==> src/rtl/keyed_wdt_pkg.sv <==
package keyed_wdt_pkg;
  localparam logic [7:0] KEY_ARM_A = 8'h1E;
  localparam logic [7:0] KEY_ARM_B = 8'hE1;
  localparam logic [7:0] KEY_SWR_A = 8'h5A;
  localparam logic [7:0] KEY_SWR_B = 8'hA5;

  localparam logic ADDR_CTRL = 1'b0;
  localparam logic ADDR_KEY  = 1'b1;

  localparam int TSEL_W  = 3;
  localparam int BIT_OVF  = 7;
  localparam int BIT_SWF  = 6;
  localparam int BIT_HALT = 4;
  localparam int BIT_DIS  = 3;

  typedef enum logic [1:0] {
    SEQ_IDLE = 2'd0,
    SEQ_ARM  = 2'd1,
    SEQ_SWR  = 2'd2
  } seq_e;
endpackage

==> src/rtl/keyed_wdt_keychk.sv <==
module keyed_wdt_keychk
  import keyed_wdt_pkg::*;
(
  input  logic       clk_i,
  input  logic       rst_ni,
  input  logic       clr_i,
  input  logic       wr_i,
  input  logic [7:0] data_i,
  output logic       arm_o,
  output logic       swr_o,
  output logic       bad_o
);
  seq_e st_q, st_d;

  always_comb begin
    st_d  = st_q;
    arm_o = 1'b0;
    swr_o = 1'b0;
    bad_o = 1'b0;
    if (wr_i) begin
      unique case (st_q)
        SEQ_IDLE: begin
          if (data_i == KEY_ARM_A)      st_d = SEQ_ARM;
          else if (data_i == KEY_SWR_A) st_d = SEQ_SWR;
          else                          bad_o = 1'b1;
        end
        SEQ_ARM: begin
          st_d = SEQ_IDLE;
          if (data_i == KEY_ARM_B) arm_o = 1'b1;
          else                     bad_o = 1'b1;
        end
        SEQ_SWR: begin
          st_d = SEQ_IDLE;
          if (data_i == KEY_SWR_B) swr_o = 1'b1;
          else                     bad_o = 1'b1;
        end
        default: st_d = SEQ_IDLE;
      endcase
    end
  end

  always_ff @(posedge clk_i or negedge rst_ni) begin
    if (!rst_ni)    st_q <= SEQ_IDLE;
    else if (clr_i) st_q <= SEQ_IDLE;
    else            st_q <= st_d;
  end

  // checker is back at start while a reset is being generated
  a_r6_seq_cleared: assert property (@(posedge clk_i) disable iff (!rst_ni)
    clr_i |=> st_q == SEQ_IDLE);
endmodule

==> src/rtl/keyed_wdt_cnt.sv <==
module keyed_wdt_cnt
  import keyed_wdt_pkg::*;
#(
  parameter int BASE_LOG2 = 14
) (
  input  logic              clk_i,
  input  logic              rst_ni,
  input  logic              clr_i,
  input  logic              arm_i,
  input  logic              idle_i,
  input  logic              halt_i,
  input  logic [TSEL_W-1:0] tsel_i,
  output logic              en_o,
  output logic              expire_o
);
  localparam int CW = BASE_LOG2 + (1 << TSEL_W);

  logic [CW-1:0] cnt_q, lim_m1;
  logic          en_q, adv;

  assign lim_m1   = ({{(CW-1){1'b0}}, 1'b1} << (BASE_LOG2 + int'(tsel_i))) - {{(CW-1){1'b0}}, 1'b1};
  assign adv      = en_q && !(idle_i && halt_i);
  assign expire_o = adv && (cnt_q >= lim_m1) && !arm_i;
  assign en_o     = en_q;

  always_ff @(posedge clk_i or negedge rst_ni) begin
    if (!rst_ni) begin
      en_q  <= 1'b0;
      cnt_q <= '0;
    end else if (clr_i || expire_o) begin
      en_q  <= 1'b0;
      cnt_q <= '0;
    end else if (arm_i) begin
      en_q  <= 1'b1;
      cnt_q <= '0;
    end else if (adv) begin
      cnt_q <= cnt_q + 1'b1;
    end
  end

  a_r1_arm_starts: assert property (@(posedge clk_i) disable iff (!rst_ni)
    arm_i && !clr_i |=> en_q && cnt_q == '0);

  a_r7_idle_freeze: assert property (@(posedge clk_i) disable iff (!rst_ni)
    en_q && idle_i && halt_i && !arm_i && !clr_i |=> $stable(cnt_q));
endmodule

==> src/rtl/keyed_wdt_rstgen.sv <==
module keyed_wdt_rstgen #(
  parameter int RST_CYCLES = 16
) (
  input  logic clk_i,
  input  logic rst_ni,
  input  logic fire_i,
  output logic req_o
);
  localparam int RW = $clog2(RST_CYCLES + 1);

  logic [RW-1:0] cnt_q;

  always_ff @(posedge clk_i or negedge rst_ni) begin
    if (!rst_ni)           cnt_q <= '0;
    else if (fire_i)       cnt_q <= RW'(RST_CYCLES);
    else if (cnt_q != '0)  cnt_q <= cnt_q - 1'b1;
  end

  assign req_o = (cnt_q != '0);

  // checker: length of each request pulse
  logic [RW:0] len_q;
  always_ff @(posedge clk_i or negedge rst_ni) begin
    if (!rst_ni)    len_q <= '0;
    else if (req_o) len_q <= len_q + 1'b1;
    else            len_q <= '0;
  end

  a_r8_req_follows_fire: assert property (@(posedge clk_i) disable iff (!rst_ni)
    fire_i |=> req_o);

  a_r8_req_length: assert property (@(posedge clk_i) disable iff (!rst_ni)
    $fell(req_o) |-> len_q == (RW+1)'(RST_CYCLES));
endmodule

==> src/rtl/keyed_wdt.sv <==
module keyed_wdt
  import keyed_wdt_pkg::*;
#(
  parameter int BASE_LOG2  = 14,
  parameter int RST_CYCLES = 16,
  parameter bit PIN_POL    = 1'b0
) (
  input  logic       clk_i,
  input  logic       rst_ni,
  input  logic       reg_we_i,
  input  logic       reg_addr_i,
  input  logic [7:0] reg_wdata_i,
  output logic [7:0] reg_rdata_o,
  input  logic       idle_i,
  output logic       rst_req_o,
  output logic       rst_pin_oe_o,
  output logic       rst_pin_o
);
  logic              key_we, ctl_we;
  logic              arm, swr, bad, expire, fire, clr, en;
  logic              ovf_q, swf_q, halt_q, dis_q;
  logic [TSEL_W-1:0] tsel_q;
  logic [7:0]        ctl_rd;

  assign key_we = reg_we_i && (reg_addr_i == ADDR_KEY)  && !rst_req_o;
  assign ctl_we = reg_we_i && (reg_addr_i == ADDR_CTRL) && !rst_req_o;

  // sequence faults and software resets stop the counter in the same edge
  assign clr  = rst_req_o || swr || bad;
  assign fire = expire || swr || bad;

  keyed_wdt_keychk u_keychk (
    .clk_i  (clk_i),
    .rst_ni (rst_ni),
    .clr_i  (rst_req_o || fire),
    .wr_i   (key_we),
    .data_i (reg_wdata_i),
    .arm_o  (arm),
    .swr_o  (swr),
    .bad_o  (bad)
  );

  keyed_wdt_cnt #(.BASE_LOG2(BASE_LOG2)) u_cnt (
    .clk_i    (clk_i),
    .rst_ni   (rst_ni),
    .clr_i    (clr),
    .arm_i    (arm),
    .idle_i   (idle_i),
    .halt_i   (halt_q),
    .tsel_i   (tsel_q),
    .en_o     (en),
    .expire_o (expire)
  );

  keyed_wdt_rstgen #(.RST_CYCLES(RST_CYCLES)) u_rstgen (
    .clk_i  (clk_i),
    .rst_ni (rst_ni),
    .fire_i (fire),
    .req_o  (rst_req_o)
  );

  always_ff @(posedge clk_i or negedge rst_ni) begin
    if (!rst_ni) begin
      ovf_q  <= 1'b0;
      swf_q  <= 1'b0;
      halt_q <= 1'b0;
      dis_q  <= 1'b0;
      tsel_q <= '0;
    end else begin
      if (ctl_we) begin
        ovf_q  <= ovf_q & reg_wdata_i[BIT_OVF];
        swf_q  <= swf_q & reg_wdata_i[BIT_SWF];
        halt_q <= reg_wdata_i[BIT_HALT];
        dis_q  <= reg_wdata_i[BIT_DIS];
        tsel_q <= reg_wdata_i[TSEL_W-1:0];
      end
      // hardware set wins over a clearing write
      if (expire || bad) ovf_q <= 1'b1;
      if (swr || bad)    swf_q <= 1'b1;
    end
  end

  assign ctl_rd       = {ovf_q, swf_q, en, halt_q, dis_q, tsel_q};
  assign reg_rdata_o  = (reg_addr_i == ADDR_CTRL) ? ctl_rd : 8'h00;
  assign rst_pin_oe_o = rst_req_o && !dis_q;
  assign rst_pin_o    = rst_pin_oe_o ? PIN_POL : !PIN_POL;

  a_r2_expire_sets_ovf: assert property (@(posedge clk_i) disable iff (!rst_ni)
    expire |=> rst_req_o && ovf_q);

  a_r3_swr_sets_flag: assert property (@(posedge clk_i) disable iff (!rst_ni)
    swr |=> rst_req_o && swf_q);

  a_r4_bad_sets_both: assert property (@(posedge clk_i) disable iff (!rst_ni)
    bad |=> rst_req_o && ovf_q && swf_q);

  a_r5_flags_hold: assert property (@(posedge clk_i) disable iff (!rst_ni)
    !ctl_we |=> !$fell(ovf_q) && !$fell(swf_q));

  a_r6_stopped_in_reset: assert property (@(posedge clk_i) disable iff (!rst_ni)
    rst_req_o |-> !en);

  a_r11_cfg_frozen: assert property (@(posedge clk_i) disable iff (!rst_ni)
    rst_req_o |=> $stable({halt_q, dis_q, tsel_q}));
endmodule

==> config.mk <==
export PLATFORM = sky130hd
export DESIGN_NAME = keyed_wdt
export DESIGN_NICKNAME = d
export VERILOG_FILES = /design/src/rtl/keyed_wdt_pkg.sv /design/src/rtl/keyed_wdt_keychk.sv /design/src/rtl/keyed_wdt_cnt.sv /design/src/rtl/keyed_wdt_rstgen.sv /design/src/rtl/keyed_wdt.sv
export SDC_FILE = /design/constraint.sdc
export NUM_CORES = 1
export LEC_CHECK = 0
export BUFFER_PORTS_ARGS = -buffer_cell sky130_fd_sc_hd__buf_2
export CAP_MARGIN = 20
export CORE_UTILIZATION = 65
export DETAILED_ROUTE_END_ITERATION = 8
export GPL_TIMING_DRIVEN = 0
export PLACE_DENSITY_LB_ADDON = 0.15
export SYNTH_ARGS = -nofsm -noshare
export SYNTH_HDL_FRONTEND = slang
export SYNTH_HIERARCHICAL = 1
export SYNTH_SLANG_ARGS = --single-unit
==> constraint.sdc <==
create_clock -name clk_i -period 5.6 [get_ports clk_i]
set_input_delay 1.12 -clock clk_i [delete_from_list [all_inputs] [get_ports clk_i]]
set_output_delay 1.12 -clock clk_i [all_outputs]
set_load 0.005 [all_outputs]
Word-level counts from Yosys, hierarchy flattened
Cells that the tools add are included.

cells by class
  add/sub/neg operators = 4
  order comparisons = 1
  equal/unequal tests = 7
  shift-type cells = 1
  muxes and demuxes = 30
  bitwise operators = 3
  reduce and logical (&&, ||, !) cells = 30

operators by type and width
  kind                     count
  $mux W22                 3
  $shl A1 B32 Y22 const A  1
  $add A22 B1 Y22 const B  1
  $ge A22 B22 Y1           1
  $sub A22 B1 Y22 const B  1
  $mux W1                  18
  $eq A8 B8 Y1 const B     2
  $mux W2                  5
  $mux W5                  2
  $reduce_bool A2 Y1       5
  $logic_and A1 B1 Y1      9
  $eq A8 B5 Y1 const B     1
  $eq A8 B7 Y1 const B     1
  $logic_or A1 B1 Y1       8
  $mux W8                  1
  $add A4 B3 Y5 const A    1
  $reduce_bool A5 Y1       1
  $sub A5 B1 Y5 const B    1
  $logic_not A1 Y1         4
  $ne A4 B1 Y1 const B     1
  $pmux W1 S3              1
  $reduce_bool A3 Y1       1
  $and A1 B1 Y1            2
  $eq A2 B1 Y1 const B     1
  4 further kinds          4

word-level totals
  flip-flop bits (word level) = 37
  input port bits = 13
  output and inout bits = 11
  logic and storage cells = 85

Logic depth before layout (Yosys ltp)
Gate-level depths: netlist (run 1).

  depth after elaboration = 11
  gate-level depth with buffers = 17
  mapped depth without buffers = 15

Cells and area by module
Netlist (run 1), hierarchy kept.

modules (own cells, without submodules)
  module            instances  cells each  area an instance (sq um)  seq. area each (sq um)
  keyed_wdt_cnt     1          232         1848.0                    575.6
  keyed_wdt         1          34          417.9                     175.2
  keyed_wdt_rstgen  1          25          261.5                     125.1
  keyed_wdt_keychk  1          25          203.9                     50.0

Worst setup path after synthesis (run 1)
OpenSTA, ideal clock, no wires.

  kind = register to register
  start = register tsel_q[1]
  end = register u_keychk.st_q[1]
  setup time = 0.077 ns
  arrival time = 3.610 ns
  required time = 5.523 ns
  path slack = 1.912 ns
  stages on the path, launching flop included = 17
  period minus slack after synthesis = 3.688 ns
  cell sequence = dfrtp_1 > inv_1 > ha_1 > inv_1 > or3_1 > xnor2_1 > ha_1 > nand4_1 > nor3_1 > a22oi_1 > and4_1 > buf_2 > buf_2 > nor3_1 > or3_1 > or2_2 > a21oi_1

between the ends
  longest elaborated chain between the ends = 11
  elaborated cells on any way between the ends = 13
  those cells by class = add/sub: 2; order compare: 1; eq/ne: 1; shift: 1; mux: 1; reduce/logical: 7

RTL lines
  item                                                                 RTL line                text
  start, declared                                                      keyed_wdt.sv:22         logic [TSEL_W-1:0] tsel_q;
  start signal, assigned                                               keyed_wdt.sv:75         tsel_q <= reg_wdata_i[TSEL_W-1:0];
  $add A4 B3 Y5 (*)                                                    keyed_wdt_cnt.sv:21     assign lim_m1 = ({{(CW-1){1'b0}}, 1'b1} << (BASE_LOG2 + int'(tsel_i))) - {{(CW-1){1'b0}}, 1'b1};
  $shl A1 B32 Y22 (*)                                                  keyed_wdt_cnt.sv:21
  $sub A22 B1 Y22 (*)                                                  keyed_wdt_cnt.sv:21
  $ge A22 B22 Y1 (*)                                                   keyed_wdt_cnt.sv:23     assign expire_o = adv && (cnt_q >= lim_m1) && !arm_i;
  $logic_and A1 B1 Y1 (*) (2 in a row)                                 keyed_wdt_cnt.sv:23
  via expire                                                           keyed_wdt.sv:20         logic arm, swr, bad, expire, fire, clr, en;
  $logic_or A1 B1 Y1 (*) (2 in a row)                                  keyed_wdt.sv:30         assign fire = expire || swr || bad;
  via fire                                                             keyed_wdt.sv:20
  $logic_or A1 B1 Y1 (*)                                               keyed_wdt.sv:35         .clr_i (rst_req_o || fire),
  $ne A4 B1 Y1 (no source line) or $reduce_bool A2 Y1 (tied branches)  n/a
  $reduce_and A2 Y1 (no source line)                                   n/a
  end signal, assigned                                                 keyed_wdt_keychk.sv:45  else st_q <= st_d;
  end, declared                                                        keyed_wdt_keychk.sv:13  seq_e st_q, st_d;

The timed path passes the listed nets; every way through them passes the cells marked *.
A chain may end at the register's enable or synchronous reset.

Worst setup path after layout (run 1)
  start = register tsel_q[1]
  end = register u_keychk.st_q[0]

Same word-level chain as after synthesis.

==> metrics.md, run 1 <==
| Metric | Value |
|---|---|
| Die height | `approximately 67 µm` |
| Final Power | `between 0.9 and 1 mW` |
| Tightest Pin Transition | `0.835 ns` |
| PwrDens | `about 320 nW/µm²` |
| CP required | `~5.8 ns` |
| Final setup viols | `0` |
| Crit-path cells | `inv_1, ha_1, inv_1, or3_1, xnor2_1, ha_1, nand4_1, nor2_1, a32oi_1, and4_1, buf_2, buf_2, nor3_1, or3_1, or2_2, a21oi_1` |
| Period Utilization, post-route | `0.774` |
| Yosys top cell area share | `0.339` |
| FP Rows | `23` |
| Bufs on Longest Clock Path | `2` |
| Final WL | `about 6.0 mm` |
| HP Class | `flop to flop` |
| Clock sinks | `37` |
| Synth Flop Type | `dfrtp_1` |
| Most frequent cells in the layout | `nand2_1, dfrtp_1, nand3_1, buf_2, nor2_1` |
| Initial antenna violation count | `0` |
| CTS buffer count | `5` |
| P&R area growth vs syn | `9.62%` |
| Post_cts resized | `0` |
| Synth unique cells | `55` |
| Starting DRT DRC Count | `between 200 and 300` |
| CTS tree | `yes` |
| RD Place Congestion | `between 0.8 and 0.9` |
| Crit path time final | `between 4 and 5 ns` |
| Post-route cell area | `roughly 3000 µm²` |
| Post-Syn Instances | `between 300 and 400` |
| Core area | `roughly 4000 µm²` |
| Setup bufs post-CTS | `0` |
| Final Hold Fails | `0` |
| Layout filler cell count | `330` |
| Worst path bufs/invs | `4` |
| Crit path max fanout | `10` |
| Drt via density | `a little over 6` |
| Commonest non-fill, non-tap cell in the layout | `nand2_1` |
| Relative slew slack | `0.443` |
| Final Net Count | `approximately 380` |
| CP Launch Type | `flop` |
| Largest delay share family, worst path | `simple AND/OR/NAND/NOR gates` |
| # hold bufs at CTS | `0` |
| GRT Total Usage | `0.319` |
| Max frequency | `231 MHz` |
| Peak supply drop | `213 µV` |
| Vias in the first global route | `around 2300` |
| Syn avg cell area | `~8.6 µm²` |
| Slew Limit Fails | `0` |
| Clock skew | `between 0.002 and 0.003 ns` |
| DR DRC count | `0` |
| Largest net degree at the start of global routing | `38` |
| Crit end category | `flop` |
| Setup TNS | `0 ns` |
| First-pass DRT Iterations | `5` |
| I/O pins | `24` |
| Die area | `4470 µm²` |
| Clock Latency Late Sink | `between 0.2 and 0.3 ns` |
| HPWL Detailed | `about 4.4 mm` |
| Setup Crit Path Kind | `flop to flop` |
| Area leader, netlist | `dfrtp_1` |
| Root Buffer Master | `clkbuf_8` |
| Synth Cell Area | `approximately 2700 µm²` |
| Arr. time, crit path | `about 4.6 ns` |
| Worst path slowest cell | `dfrtp_1` |
| CP max stage delay | `0.51 ns` |
| Leakage | `roughly 1.3 nW` |
| PortBufs | `22` |
| Wire length per cell | `about 15 µm` |
| Antenna Cells | `0` |
| ANT nets after route | `0` |
| Sequential cell area fraction in the yosys report | `0.339` |
| H-tree depth | `2` |
| Share of layout cells above drive strength 1 | `0.193` |
| Yosys reg bits | `37` |
| Yosys Warn Count | `6` |
| Placed inst area | `roughly 2900 µm²` |
| Chip Width | `about 67 µm` |
| Post-synth EDFFs | `0` |
| Synth area leaders | `dfrtp_1, ha_1, nand2_1` |
| Clock slew at reported path FFs | `around 0.07 ns` |
| Initial Util | `0.678` |
| Status | `complete, no violations` |
| Placed Cells | `390` |
| DR vias | `roughly 2400` |
| RSZ-0062 raised after global routing | `false` |
| First-pass GRT wire length | `around 11 mm` |
| Ys async rst share | `1.00` |
| Final instance count without filler cells | `~400` |
| Total gr overflow | `0` |
| Max-Cap Viols | `0` |
## where the power goes
group / leakage (nW) / switching (mW) / internal [mW]
clock network: 0.0450 / 0.0960 / 0.0862
logic: 0.762 / 0.219 / 0.188
registers: 0.496 / 0.0480 / 0.310
## worst register-to-register path: stages, from the launching register on
cell,delay [ns]
dfrtp_1,0.51
inv_1,0.19
ha_1,0.39
inv_1,0.13
or3_1,0.40
xnor2_1,0.13
ha_1,0.28
nand4_1,0.16
nor2_1,0.08
a32oi_1,0.18
and4_1,0.22
buf_2,0.25
buf_2,0.28
nor3_1,0.12
or3_1,0.50
or2_2,0.33
a21oi_1,0.12
## final timing paths
path | end | cells past startpoint | slack [ns] | start
worst min-delay path | dis_q | 1 | 0.54 | dis_q
min in group asynchronous | u_cnt/cnt_q[19] | 1 | 0.92 | rst_ni
worst max register to register | u_keychk/st_q[0] | 16 | 1.26 | tsel_q[1]
max in group asynchronous | u_cnt/cnt_q[10] | 1 | 4.15 | rst_ni
worst min register to register | dis_q | 1 | 0.54 | dis_q
worst max-delay path | u_keychk/st_q[0] | 16 | 1.26 | tsel_q[1]
## cells by family after synthesis
logic type                 Yosys count  synth area share
and+or+nand+nor                    166             0.339
AOI/OAI and AO/OA                   47             0.109
DFF                                 37             0.339
buffers and inverters               26            0.0453
adders and majority gates           22             0.101
xor gates and xnor gates            12            0.0385
muxes                                5            0.0275
other                                1           0.00137
## through the flow
step / setup slack [ns] / hold WS (ns) / utilization
final: 1.26 / 0.538 / 0.743
after detailed placement: 1.32 / 0.524 / 0.723
after CTS: 1.30 / 0.546 / 0.743
after floorplan: 1.91 / 0.474 / -
after global routing: 0.929 / 0.567 / 0.743
after global placement: 1.38 / 0.488 / 0.723
## flip-flops by register name (all words and copies together) (netlist names)
register,flops
dis_q,1
halt_q,1
ovf_q,1
swf_q,1
tsel_q,3
u_cnt/cnt_q,22
u_cnt/en_o,1
u_keychk/st_q,2
u_rstgen/cnt_q,5
## synth_stat cells (4+ instances only)
master    number
nor2_1        25
mux2_4         5
nand2b_1       4
ha_1          22
nor3_1        19
o21ai_0        5
dfrtp_1       37
clkbuf_1       5
nand3_1       29
inv_1         14
xnor2_1       11
a21oi_1       15
nand4_1        8
and2b_2        7
nand2_1       39
a31oi_1       15
or3_1          4
nand3b_1       4
## cell type report
class | instances | area (µm²) | area share
clock buffer | 6 | 72.6 | 0.0242
sequential | 37 | 926 | 0.309
timing repair buffer | 22 | 110 | 0.0368
tap | 50 | 62.6 | 0.0209
clock inverter | 2 | 10.0 | 0.00334
multi-input combinational | 255 | 1690 | 0.564
buffer | 12 | 71.3 | 0.0238
inverter | 14 | 52.6 | 0.0176
## per-layer routing
metal / track usage / share of wire
met1: 0.421 / 0.44
met2: 0.501 / 0.48
met3: 0.0668 / 0.068
met4: 0.136 / 0.019
met5: 0 / 0
(Power assumes the default switching activity.)
==> inputs of run 2 (changes only) <==
- CORE_UTILIZATION: 65 -> 54
- clock period: 5.6 -> 3.75 ns (I/O delays scaled with it)
==> run 2 against run 1 <==
Clock skew is 0.0055 ns higher. Non-clock buffer count increased by 4. Worst hold slack worse by 0.026 ns. Critical path type unchanged.
==> metrics.md, run 2 (synthesized netlist as in run 1, its figures left out) <==
| Metric | Value |
|---|---|
| Status | `complete, no violations` |
| Final WL | `6.25 mm (+3.8%)` |
| Chip Width | `73.1 µm (+9.4%)` |
| CP max stage delay | `0.41 ns (-0.10 ns)` |
| Bufs on Longest Clock Path | `2 (unchanged)` |
| Worst path bufs/invs | `3 (-1)` |
| CP Launch Type | `flop` |
| WHS | `0.512 ns (-0.0259 ns)` |
| Vias in the first global route | `2194 (-5.5%)` |
| First-pass GRT wire length | `10.2 mm (-4.3%)` |
| Hold EP | `u_rstgen/cnt_q[4]` |
| Setup TNS | `0 ns (unchanged)` |
| Commonest non-fill, non-tap cell in the layout | `nand2_1` |
| I/O pins | `24 (unchanged)` |
| Period Utilization, post-route | `0.956 (+0.182)` |
| P&R area growth vs syn | `14.8%` |
| Hold Path Stages | `1 (unchanged)` |
| Core area | `4790 µm² (+19%)` |
| Final Hold Fails | `0 (unchanged)` |
| GRT Total Usage | `0.249 (-0.0703)` |
| Clock skew | `0.00847 ns (+0.00549 ns)` |
| HPWL Detailed | `4.34 mm (-2.4%)` |
| Largest delay share family, worst path | `simple AND/OR/NAND/NOR gates` |
| Wire length per cell | `14.9 µm (-1.4%)` |
| Crit path max fanout | `7 (-3)` |
| Leakage | `1.34 nW (+3.1%)` |
| H-tree depth | `2 (unchanged)` |
| HP Start | `u_rstgen/cnt_q[4]` |
| PortBufs | `22 (unchanged)` |
| Comb pwr share | `0.428 (about the same)` |
| Crit end category | `flop` |
| PwrDens | `495 nW/µm² (+56%)` |
| Final Power | `1.55 mW (+64%)` |
| FP Rows | `25 (+8.7%)` |
| Final core utilization | `0.655 (-0.0880)` |
| Post-route cell area | `3140 µm² (+4.7%)` |
| Total gr overflow | `0 (unchanged)` |
| Tightest Pin Transition | `0.819 ns (-0.0163 ns)` |
| First-pass DRT Iterations | `6 (+1)` |
| Clock sinks | `37 (unchanged)` |
| Clock Latency Late Sink | `0.29 ns (about the same)` |
| Peak supply drop | `291 µV (+37%)` |
| Max FFs per register | `22 (unchanged)` |
| Clk network pwr share | `0.234 (+0.042)` |
| Initial Util | `0.571 (-0.107)` |
| Slew Limit Fails | `0 (unchanged)` |
| Largest Register | `u_cnt/cnt_q` |
| ANT nets after route | `0 (unchanged)` |
| Crit path time final | `3.59 ns (-0.752 ns)` |
| Antenna Cells | `0 (unchanged)` |
| Setup Crit Path Kind | `flop to flop` |
| Reg2reg path depth | `15 (-1)` |
| Dpl ws | `-0.496 ns (-1.81 ns)` |
| Most frequent cells in the layout | `nand2_1, dfrtp_1, nand3_1, nor2_1, buf_2` |
| Root Buffer Master | `clkbuf_8` |
| Arr. time, crit path | `3.80 ns (-0.76 ns)` |
| Max-Cap Viols | `0 (unchanged)` |
| RD Place Congestion | `0.842 (-2.1%)` |
| Final Net Count | `386 (+1.0%)` |
| CTS tree | `yes` |
| DR DRC count | `0 (unchanged)` |
| Reg-to-reg endpoint | `u_keychk/st_q[1]` |
| Worst path slowest cell | `dfrtp_2` |
| Reg-to-reg setup timing slack | `0.16 ns (-1.10 ns)` |
| Crit-path cells | `inv_1, ha_4, inv_1, or3_1, xnor2_1, ha_1, nand4_1, nor3_1, a22oi_1, and4_1, buf_6, nor3_1, or3_4, or2_2, a21oi_1` |
| Switching Power | `0.558 mW (+54%)` |
| Max frequency | `279 MHz (+21%)` |
| HP Class | `flop to flop` |
| Layout filler cell count | `395 (+20%)` |
| Switch share | `0.359 (-0.0239)` |
| CP required | `3.97 ns (-1.85 ns)` |
| Placed inst area | `2930 µm² (+0.73%)` |
| Initial antenna violation count | `0 (unchanged)` |
| Drt via density | `5.68 (-7.0%)` |
| DR vias | `2382 (-2.1%)` |
| Die area | `5350 µm² (+20%)` |
| Final setup viols | `0 (unchanged)` |
| Starting DRT DRC Count | `169 (-36%)` |
| Largest net degree at the start of global routing | `38 (unchanged)` |
| Final instance count without filler cells | `419 (+5.3%)` |
| Clock slew at reported path FFs | `0.08 ns (about the same)` |
| Share of layout cells above drive strength 1 | `0.224 (+0.0319)` |
| CTS buffer count | `5 (unchanged)` |
| Final WS setup | `0.165 ns (-1.10 ns)` |
| Die height | `73.1 µm (+9.4%)` |
| Cell internal pwr | `0.994 mW (+70%)` |
| Relative slew slack | `0.454 (+0.0109)` |
| Seq pwr share | `0.338 (-0.040)` |
| Top Registers | `u_cnt/cnt_q x22, u_rstgen/cnt_q x5, tsel_q x3` |
| R2R Path Start | `tsel_q[2]` |
| Placed Cells | `407 (+4.4%)` |
[run 2: changes by cell type in the layout (fill, tap and decap cells not counted), moves of 2 or more]
cell	before	now
buf_2	25	23
buf_4	2	8
dfrtp_1	37	35
clkinv_2	2	0
ha_1	22	20
clkbuf_1	6	4
dfrtp_2	0	2
[run 2: timing repair]
action	CTS	global route
pin swaps	0	2
hold buffers	0	0
gates resized for setup	8	2
buffers inserted	2	4
setup endpoints to repair	13	4
[run 2: how the worst max path moves through the flow]
stage,startpoint,endpoint,slack [ns],cells after the start
3_3_place_gp,tsel_q[1],u_keychk/st_q[0],-0.50,16
4_1_cts,u_rstgen/cnt_q[0],u_cnt/cnt_q[21],0.10,15
5_1_grt,tsel_q[2],u_keychk/st_q[1],-0.02,15
3_5_place_dp,tsel_q[1],u_keychk/st_q[0],-0.50,16
6_report,tsel_q[2],u_keychk/st_q[1],0.16,15
2_1_floorplan,tsel_q[1],u_keychk/st_q[1],0.06,16
[run 2: cell type report]
cell class	count	area (µm²)	area share
clock buffer	6	82.6	0.0263
clock inverter	2	37.5	0.0120
multi-input combinational	255	1730	0.551
buffer	10	68.8	0.0219
timing repair buffer	28	155	0.0495
tap	67	83.8	0.0267
sequential	37	928	0.296
inverter	14	52.6	0.0168
[run 2: routing by layer]
layer / part of all wire / GRT usage
met1: 0.49 / 0.350
met4: 0.017 / 0.0784
met5: 0 / 0
met3: 0.038 / 0.0483
met2: 0.46 / 0.385
[run 2: power by group through the flow]
stage,Combinational [mW],Sequential [mW],Clock [mW]
2_1_floorplan,0.462,0.517,0
3_3_place_gp,0.585,0.537,0
3_5_place_dp,0.598,0.539,0
4_1_cts,0.622,0.525,0.374
5_1_grt,0.748,0.534,0.387
6_report,0.664,0.525,0.363
